File: config.mk
export PLATFORM = sky130hd
export DESIGN_NAME = mem_req_arbiter
export DESIGN_NICKNAME = d
export VERILOG_FILES = /design/src/rtl/arb_pkg.sv /design/src/rtl/arb_cfg_regs.sv /design/src/rtl/arb_wait_ctr.sv /design/src/rtl/arb_pick.sv /design/src/rtl/mem_req_arbiter.sv
export SDC_FILE = /design/constraint.sdc
export NUM_CORES = 1
export LEC_CHECK = 0
export CAP_MARGIN = 20
export CORE_AREA = 2 2 122 94
export DETAILED_ROUTE_END_ITERATION = 16
export DIE_AREA = 0 0 124 96
export PLACE_DENSITY = 0.72
export SETUP_SLACK_MARGIN = 0.02
export SYNTH_ARGS = -nofsm -noshare
export SYNTH_HDL_FRONTEND = slang
export SYNTH_HIERARCHICAL = 1
export SYNTH_SLANG_ARGS = --single-unit
File: constraint.sdc
create_clock -name clk -period 10 [get_ports clk]
set_input_delay 1.5 -clock clk [delete_from_list [all_inputs] [get_ports clk]]
set_output_delay 1.5 -clock clk [all_outputs]
set_load 0.01 [all_outputs]
File: src/rtl/arb_pkg.sv
package arb_pkg;
   localparam int N_REQ = 4;
   localparam int N_LAT = 3;

   localparam int IDX_PCI = 0;
   localparam int IDX_EXT = 1;
   localparam int IDX_DMA = 2;
   localparam int IDX_CPU = 3;

   localparam int OFF_LAT_EN   = 0;
   localparam int OFF_CPU_RANK = 1;
   localparam int OFF_CFG_BASE = 2;
   localparam int N_MAPPED     = OFF_CFG_BASE + N_LAT;

   function automatic int dflt_rank(input int idx);
      return N_REQ - 1 - idx;
   endfunction
endpackage

File: src/rtl/arb_cfg_regs.sv
module arb_cfg_regs
   import arb_pkg::*;
#(
   parameter int ADDR_W  = 3,
   parameter int DATA_W  = 32,
   parameter int RANK_W  = 2,
   parameter int LAT_W   = 8,
   parameter int LIM_LSB = 8
) (
   input  logic                             clk,
   input  logic                             rst_n,
   input  logic                             we,
   input  logic [ADDR_W-1:0]                addr,
   input  logic [DATA_W-1:0]                wdata,
   output logic [DATA_W-1:0]                rdata,
   output logic [N_LAT-1:0]                 lat_en,
   output logic [N_REQ-1:0][RANK_W-1:0]     rank,
   output logic [N_LAT-1:0][LAT_W-1:0]      lim
);
   localparam logic [LAT_W-1:0] LIM_RST = '1;

   if (LIM_LSB < RANK_W) begin : g_bad_lsb
      $error("limit field overlaps rank field");
   end
   if (LIM_LSB + LAT_W > DATA_W) begin : g_bad_width
      $error("limit field exceeds data width");
   end
   if ((1 << ADDR_W) < N_MAPPED) begin : g_bad_addr
      $error("address too narrow for register map");
   end

   logic unused_wdata_bits;
   assign unused_wdata_bits = ^wdata;

   logic [N_LAT-1:0]  en_q;
   logic [RANK_W-1:0] cpu_rank_q;

   always_ff @(posedge clk or negedge rst_n) begin
      if (!rst_n) begin
         en_q       <= '0;
         cpu_rank_q <= RANK_W'(dflt_rank(IDX_CPU));
      end else if (we) begin
         if (addr == ADDR_W'(OFF_LAT_EN))   en_q       <= wdata[N_LAT-1:0];
         if (addr == ADDR_W'(OFF_CPU_RANK)) cpu_rank_q <= wdata[RANK_W-1:0];
      end
   end

   assign lat_en       = en_q;
   assign rank[IDX_CPU] = cpu_rank_q;

   for (genvar k = 0; k < N_LAT; k++) begin : g_cfg
      logic [RANK_W-1:0] r_q;
      logic [LAT_W-1:0]  l_q;
      always_ff @(posedge clk or negedge rst_n) begin
         if (!rst_n) begin
            r_q <= RANK_W'(dflt_rank(k));
            l_q <= LIM_RST;
         end else if (we && addr == ADDR_W'(OFF_CFG_BASE + k)) begin
            r_q <= wdata[RANK_W-1:0];
            l_q <= wdata[LIM_LSB +: LAT_W];
         end
      end
      assign rank[k] = r_q;
      assign lim[k]  = l_q;
   end

   always_comb begin
      rdata = '0;
      if (addr == ADDR_W'(OFF_LAT_EN))   rdata[N_LAT-1:0]  = en_q;
      if (addr == ADDR_W'(OFF_CPU_RANK)) rdata[RANK_W-1:0] = cpu_rank_q;
      for (int i = 0; i < N_LAT; i++) begin
         if (addr == ADDR_W'(OFF_CFG_BASE + i)) begin
            rdata[RANK_W-1:0]       = rank[i];
            rdata[LIM_LSB +: LAT_W] = lim[i];
         end
      end
   end

   a_r10_enable_write: assert property (@(posedge clk) disable iff (!rst_n)
      (we && addr == ADDR_W'(OFF_LAT_EN)) |=> (lat_en == $past(wdata[N_LAT-1:0])));

   a_r10_unmapped_ignored: assert property (@(posedge clk) disable iff (!rst_n)
      (we && int'(addr) >= N_MAPPED) |=> ($stable(lat_en) && $stable(rank) && $stable(lim)));
endmodule

File: src/rtl/arb_wait_ctr.sv
module arb_wait_ctr #(
   parameter int LAT_W = 8
) (
   input  logic             clk,
   input  logic             rst_n,
   input  logic             pend,
   input  logic             en,
   input  logic [LAT_W-1:0] lim,
   output logic             urgent
);
   localparam logic [LAT_W-1:0] CNT_MAX = '1;

   if (LAT_W < 1) begin : g_bad_w
      $error("counter width must be positive");
   end

   logic [LAT_W-1:0] cnt;

   always_ff @(posedge clk or negedge rst_n) begin
      if (!rst_n)              cnt <= '0;
      else if (!pend)          cnt <= '0;
      else if (cnt != CNT_MAX) cnt <= cnt + LAT_W'(1);
   end

   assign urgent = en && pend && (cnt >= lim);

   a_r7_clear_when_idle: assert property (@(posedge clk) disable iff (!rst_n)
      !pend |=> (cnt == '0));

   a_r7_count_step: assert property (@(posedge clk) disable iff (!rst_n)
      (pend && cnt != CNT_MAX) |=> (cnt == $past(cnt) + LAT_W'(1)));

   a_r7_saturate: assert property (@(posedge clk) disable iff (!rst_n)
      (pend && cnt == CNT_MAX) |=> (cnt == CNT_MAX));
endmodule

File: src/rtl/arb_pick.sv
module arb_pick
   import arb_pkg::*;
#(
   parameter int RANK_W = 2
) (
   input  logic [N_REQ-1:0]             req,
   input  logic [N_LAT-1:0]             urgent,
   input  logic [N_REQ-1:0][RANK_W-1:0] rank,
   output logic [N_REQ-1:0]             win
);
   logic [N_REQ-1:0]  urg_mask;
   logic [N_REQ-1:0]  cand;
   logic [RANK_W-1:0] best_rank;
   logic              found;

   always_comb begin
      urg_mask = '0;
      urg_mask[N_LAT-1:0] = urgent & req[N_LAT-1:0];
      cand      = (|urg_mask) ? urg_mask : req;
      win       = '0;
      best_rank = '0;
      found     = 1'b0;
      for (int i = 0; i < N_REQ; i++) begin
         if (cand[i] && (!found || rank[i] > best_rank)) begin
            win       = N_REQ'(1) << i;
            best_rank = rank[i];
            found     = 1'b1;
         end
      end
   end

   always_comb begin
      a_r3_win_onehot: assert ($onehot0(win));
      a_r3_win_requested: assert ((win & ~req) == '0);
      a_r3_win_present: assert ((req == '0) || (win != '0));
   end
endmodule

File: src/rtl/mem_req_arbiter.sv
module mem_req_arbiter
   import arb_pkg::*;
#(
   parameter int ADDR_W  = 3,
   parameter int DATA_W  = 32,
   parameter int RANK_W  = 2,
   parameter int LAT_W   = 8,
   parameter int LIM_LSB = 8
) (
   input  logic              clk,
   input  logic              rst_n,
   input  logic [3:0]        req,
   input  logic [3:0]        eot,
   output logic [3:0]        gnt,
   input  logic              reg_we,
   input  logic [ADDR_W-1:0] reg_addr,
   input  logic [DATA_W-1:0] reg_wdata,
   output logic [DATA_W-1:0] reg_rdata
);
   if (N_REQ != 4) begin : g_bad_n
      $error("port widths assume four requesters");
   end
   if ((1 << RANK_W) < N_REQ) begin : g_bad_rank
      $error("rank too narrow for distinct defaults");
   end

   logic [N_LAT-1:0]             lat_en;
   logic [N_REQ-1:0][RANK_W-1:0] rank;
   logic [N_LAT-1:0][LAT_W-1:0]  lim;
   logic [N_LAT-1:0]             urgent;
   logic [N_REQ-1:0]             win;
   logic [N_REQ-1:0]             rel;

   arb_cfg_regs #(
      .ADDR_W(ADDR_W), .DATA_W(DATA_W), .RANK_W(RANK_W),
      .LAT_W(LAT_W), .LIM_LSB(LIM_LSB)
   ) u_cfg (
      .clk(clk), .rst_n(rst_n), .we(reg_we), .addr(reg_addr),
      .wdata(reg_wdata), .rdata(reg_rdata),
      .lat_en(lat_en), .rank(rank), .lim(lim)
   );

   for (genvar k = 0; k < N_LAT; k++) begin : g_wait
      arb_wait_ctr #(.LAT_W(LAT_W)) u_ctr (
         .clk(clk), .rst_n(rst_n),
         .pend(req[k] & ~gnt[k]),
         .en(lat_en[k]), .lim(lim[k]),
         .urgent(urgent[k])
      );
   end

   arb_pick #(.RANK_W(RANK_W)) u_pick (
      .req(req), .urgent(urgent), .rank(rank), .win(win)
   );

   assign rel = gnt & (~req | eot);

   always_ff @(posedge clk or negedge rst_n) begin
      if (!rst_n)              gnt <= '0;
      else if (gnt != '0) begin
         if (rel != '0)        gnt <= '0;
      end else                 gnt <= win;
   end

   a_r3_gnt_onehot: assert property (@(posedge clk) disable iff (!rst_n)
      $onehot0(gnt));

   a_r3_idle_serves: assert property (@(posedge clk) disable iff (!rst_n)
      (gnt == '0 && req != '0) |=> ((gnt & $past(req)) != '0));

   a_r4_hold: assert property (@(posedge clk) disable iff (!rst_n)
      (gnt != '0 && (gnt & (~req | eot)) == '0) |=> (gnt == $past(gnt)));

   a_r4_release: assert property (@(posedge clk) disable iff (!rst_n)
      ((gnt & (~req | eot)) != '0) |=> (gnt == '0));

   a_r11_cpu_alone: assert property (@(posedge clk) disable iff (!rst_n)
      (gnt == '0 && req == 4'b1000) |=> (gnt == 4'b1000));
endmodule

==> summary.txt <==
Run status
  • Status: completed

Layout
  • Final core utilization: between 40% and 50%
  • Commonest non-fill, non-tap cell in the layout: clkdlybuf4s50_1
  • Area grow syn2layout: 17.1%
  • Nets: 530
  • Most frequent cells in the layout: clkdlybuf4s50_1, dfrtp_1, mux2_2
  • Final Instance Count excl. Fillers: 596
  • Layout cell share with drive strength beyond 1: 21.5%
  • Diodes inserted: 0

Yosys
  • Sequential share of the synthesized area: about two fifths
  • Largest family of logic cells by synthesized area: compound AO/OA/AOI/OAI gates
  • Ys Warns: 6
  • Adder-Cell Fraction of Synth Area: 9.87%
  • Compound-cell area share of the yosys netlist: 15.8%
  • Netlist Area Pre-Place: between 0.004 and 0.005 mm²
  • Post-synthesis simple-gate area fraction: between 10% and 20%
  • Yosys reg bits: 63
  • Post-synthesis xor/xnor area fraction: 1.88%
  • Netlist cell types: 56
  • Top_reg_cell synth: dfrtp_1
  • Cells after Synth: 407
  • Async SR Flop Fraction: 100%
  • Syn Area/Cell: 10.3 µm²
  • Post-synthesis mux area share: 12.3%
  • Number of synthesized flops with an enable pin: 0

GRT
  • Number of global-route vias before repair: 3254
  • Gr ovfl total: 0
  • Initial antenna violation count: 0
  • First-pass GRT wire length: between 15000 and 20000 µm
  • GRT Util Overall: 17.6%
  • Largest net degree at the start of global routing: 64

Timing
  • Slew margin rel.: between 40 and 50%
  • Fin crit share: 68.6%
  • Setup TNS: 0 ns
  • Max Freq: 0.146 GHz
  • Fin worst setup slack: 3.14 ns
  • Final Hold Fails: 0
  • Endpoints failing setup: 0
  • Period minus WS final: 6.86 ns
  • Worst Max-Slew Pin Slew: 0.813 ns
  • Max-slew violation count: 0
  • RSZ-0062 raised after global routing: false
  • Final Skew: 0.00343 ns

Clock tree
  • Clock tree from TritonCTS: built
  • Root Buffer: clkbuf_16
  • Num CTS Buffers: 9
  • CTS Sinks: 63
  • Htree depth: 3
  • Hold buffers post-CTS: 0
  • Post-CTS Setup Bufs: 0
  • Clock transition at path regs: 0.05 ns
  • Post-CTS resize count: 0
  • CTS max path bufs: 2
  • Clk Latency, worst-skew pair: 0.33 ns

Routing
  • DR DRC count: 0
  • WL final: about 9600 µm
  • Routed Antenna Nets: 0
  • TritonRoute pass-1 iters: 4
  • Number of vias per cell: between 5 and 6
  • Routed len/inst: 16.2 µm
  • Routed vias: 3218
  • DRT iter0 DRCs: about 170

Placement
  • IO buf count: 39
  • Routability cong.: 0.841
  • Placed instance count: roughly 580
  • Dpl ws: 2.88 ns
  • Detailed Place HPWL: slightly above 7000 µm

Worst setup path
  • WP data arrival: about 7.1 ns
  • CP max FO: 9
  • Reg2reg path depth: 24
  • Critical Path RT: 10.26 ns
  • Worst Setup Start Kind: input pin
  • CP Class: input pin to register
  • Crit path capture type: register

Power
  • Psw: approximately 0.29 mW
  • IR Drop Worst-Case VDD: 0.0913 mV
  • Static leakage: 2.10 nW
  • Power per cell area: 188 mW/mm²
  • Combinational share of power: 30.0%
  • Clock power frac: a little under a third
  • Sequential power share: between 30% and 40%
  • Switching part of the total: 31.1%
  • Cell Int Power: 0.635 mW

Die
  • Core footprint: 0.0107 mm²
  • Starting density of the core: approximately two fifths
  • Die width: 124 µm
  • Die Y: 96 µm
  • Die area: roughly 0.012 mm²
  • Core Rows: 33
  • IO Pins: between 80 and 90

Flow run
  • Max cap viols: 0

Min path
  • Hold depth: 1
  • Hold Crit Class: register to register
## path summary, 6_finish.rpt
path	from	endpoint	slack [ns]
worst max-delay path	req[2]	gnt[0]$_DFFE_PN0P_	3.14
max in group asynchronous	rst_n	u_cfg/cpu_rank_q[1]$_DFFE_PN0P_	8.11
min in group asynchronous	rst_n	g_wait[2].u_ctr/cnt[4]$_DFFE_PN0P_	1.33
worst max register to register	u_cfg/g_cfg[2].l_q[0]$_DFFE_PN1P_	gnt[0]$_DFFE_PN0P_	4.28
worst min register to register	g_wait[0].u_ctr/cnt[4]$_DFFE_PN0P_	g_wait[0].u_ctr/cnt[4]$_DFFE_PN0P_	0.55
worst min-delay path	g_wait[0].u_ctr/cnt[4]$_DFFE_PN0P_	g_wait[0].u_ctr/cnt[4]$_DFFE_PN0P_	0.55
## power groups by stage
stage | combinational, mW | clock (mW) | sequential [mW]
global route | 0.308 | 0.299 | 0.376
floorplan | 0.202 | 0 | 0.355
global placement | 0.263 | 0 | 0.367
finish | 0.277 | 0.278 | 0.367
CTS | 0.278 | 0.287 | 0.367
detailed placement | 0.277 | 0 | 0.371
## synth_stat cells, types with 4 or more instances
library cell | n | area, µm²
buf_2 | 4 | 20.0
a32o_1 | 4 | 40.0
xnor2_1 | 6 | 52.6
nand2b_1 | 5 | 31.3
mux2i_1 | 12 | 120
buf_4 | 21 | 158
mux2_2 | 35 | 394
nor3_1 | 9 | 45.0
a31oi_1 | 10 | 62.6
nand3_1 | 15 | 75.1
a21oi_1 | 10 | 50.1
nor2b_1 | 7 | 43.8
o21ai_0 | 23 | 115
dfrtp_1 | 35 | 876
nand2_1 | 29 | 109
dfstp_2 | 28 | 736
a211oi_1 | 5 | 37.5
inv_1 | 33 | 124
a31o_2 | 5 | 43.8
nor2_1 | 14 | 52.6
ha_1 | 33 | 413
o211ai_1 | 4 | 30.0
## state kept, by name, summed over array words and instances (netlist names)
name              flops
g_wait.u_ctr/cnt     24
u_cfg/cpu_rank_q      2
u_cfg/lat_en          3
gnt                   4
u_cfg/g_cfg.l_q      24
u_cfg/g_cfg.r_q       6
## layer usage
layer | routed length [µm] | up-vias | GRT usage, % | share of wire [%]
li1 | - | 1535 | - | -
met1 | 4650 | 1589 | 24.0 | 48
met2 | 4450 | 85 | 27.3 | 46
met3 | 449 | 9 | 3.97 | 4.7
met4 | 82 | 0 | 6.46 | 0.85
met5 | 0 | - | 0 | 0
## cell type report
type | instances | area (µm²)
multi-input cells | 302 | 2310
inverters | 33 | 124
fillers | 1019 | 5840
clock inverters | 1 | 5.00
repair buffers | 42 | 415
clock buffers | 15 | 258
flip-flops and latches | 63 | 1610
well taps | 140 | 175
## metrics by stage
stage / power [mW] / hold slack [ns] / instance area (µm²)
after floorplan: 0.557 / 0.495 / 4260
after detailed placement: 0.647 / 0.545 / 4620
after CTS: 0.932 / 0.552 / 4880
final: 0.923 / 0.546 / 4900
after global placement: 0.630 / 0.537 / 4620
after global routing: 0.983 / 0.587 / 4900
## logic make-up after synthesis
| family | count (synthesis) |
|---|---|
| AOI/OAI and AO/OA | 91 |
| xor gates and xnor gates | 9 |
| adders and majority gates | 33 |
| buffers and inverters | 62 |
| DFF | 63 |
| muxes | 47 |
| other | 1 |
| and+or+nand+nor | 101 |
## critical path, cell delays in order
cell,delay (ns)
clkdlybuf4s50_1,0.65
nor2b_1,0.60
nand2_1,0.11
a31oi_1,0.17
o31a_1,0.32
a22oi_1,0.16
o21a_1,0.24
nand2_1,0.09
ha_1,0.23
nor2b_1,0.14
o21ai_0,0.33
o211ai_1,0.18
and2_1,0.17
ha_1,0.29
nor2b_1,0.21
o21ai_4,0.09
a21o_1,0.21
a31o_1,0.18
ha_1,0.28
nor2b_1,0.13
o21ai_1,0.15
a21oi_2,0.10
a2111oi_1,0.39
a32o_1,0.18
No activity file was read; power rests on OpenSTA's default activity.
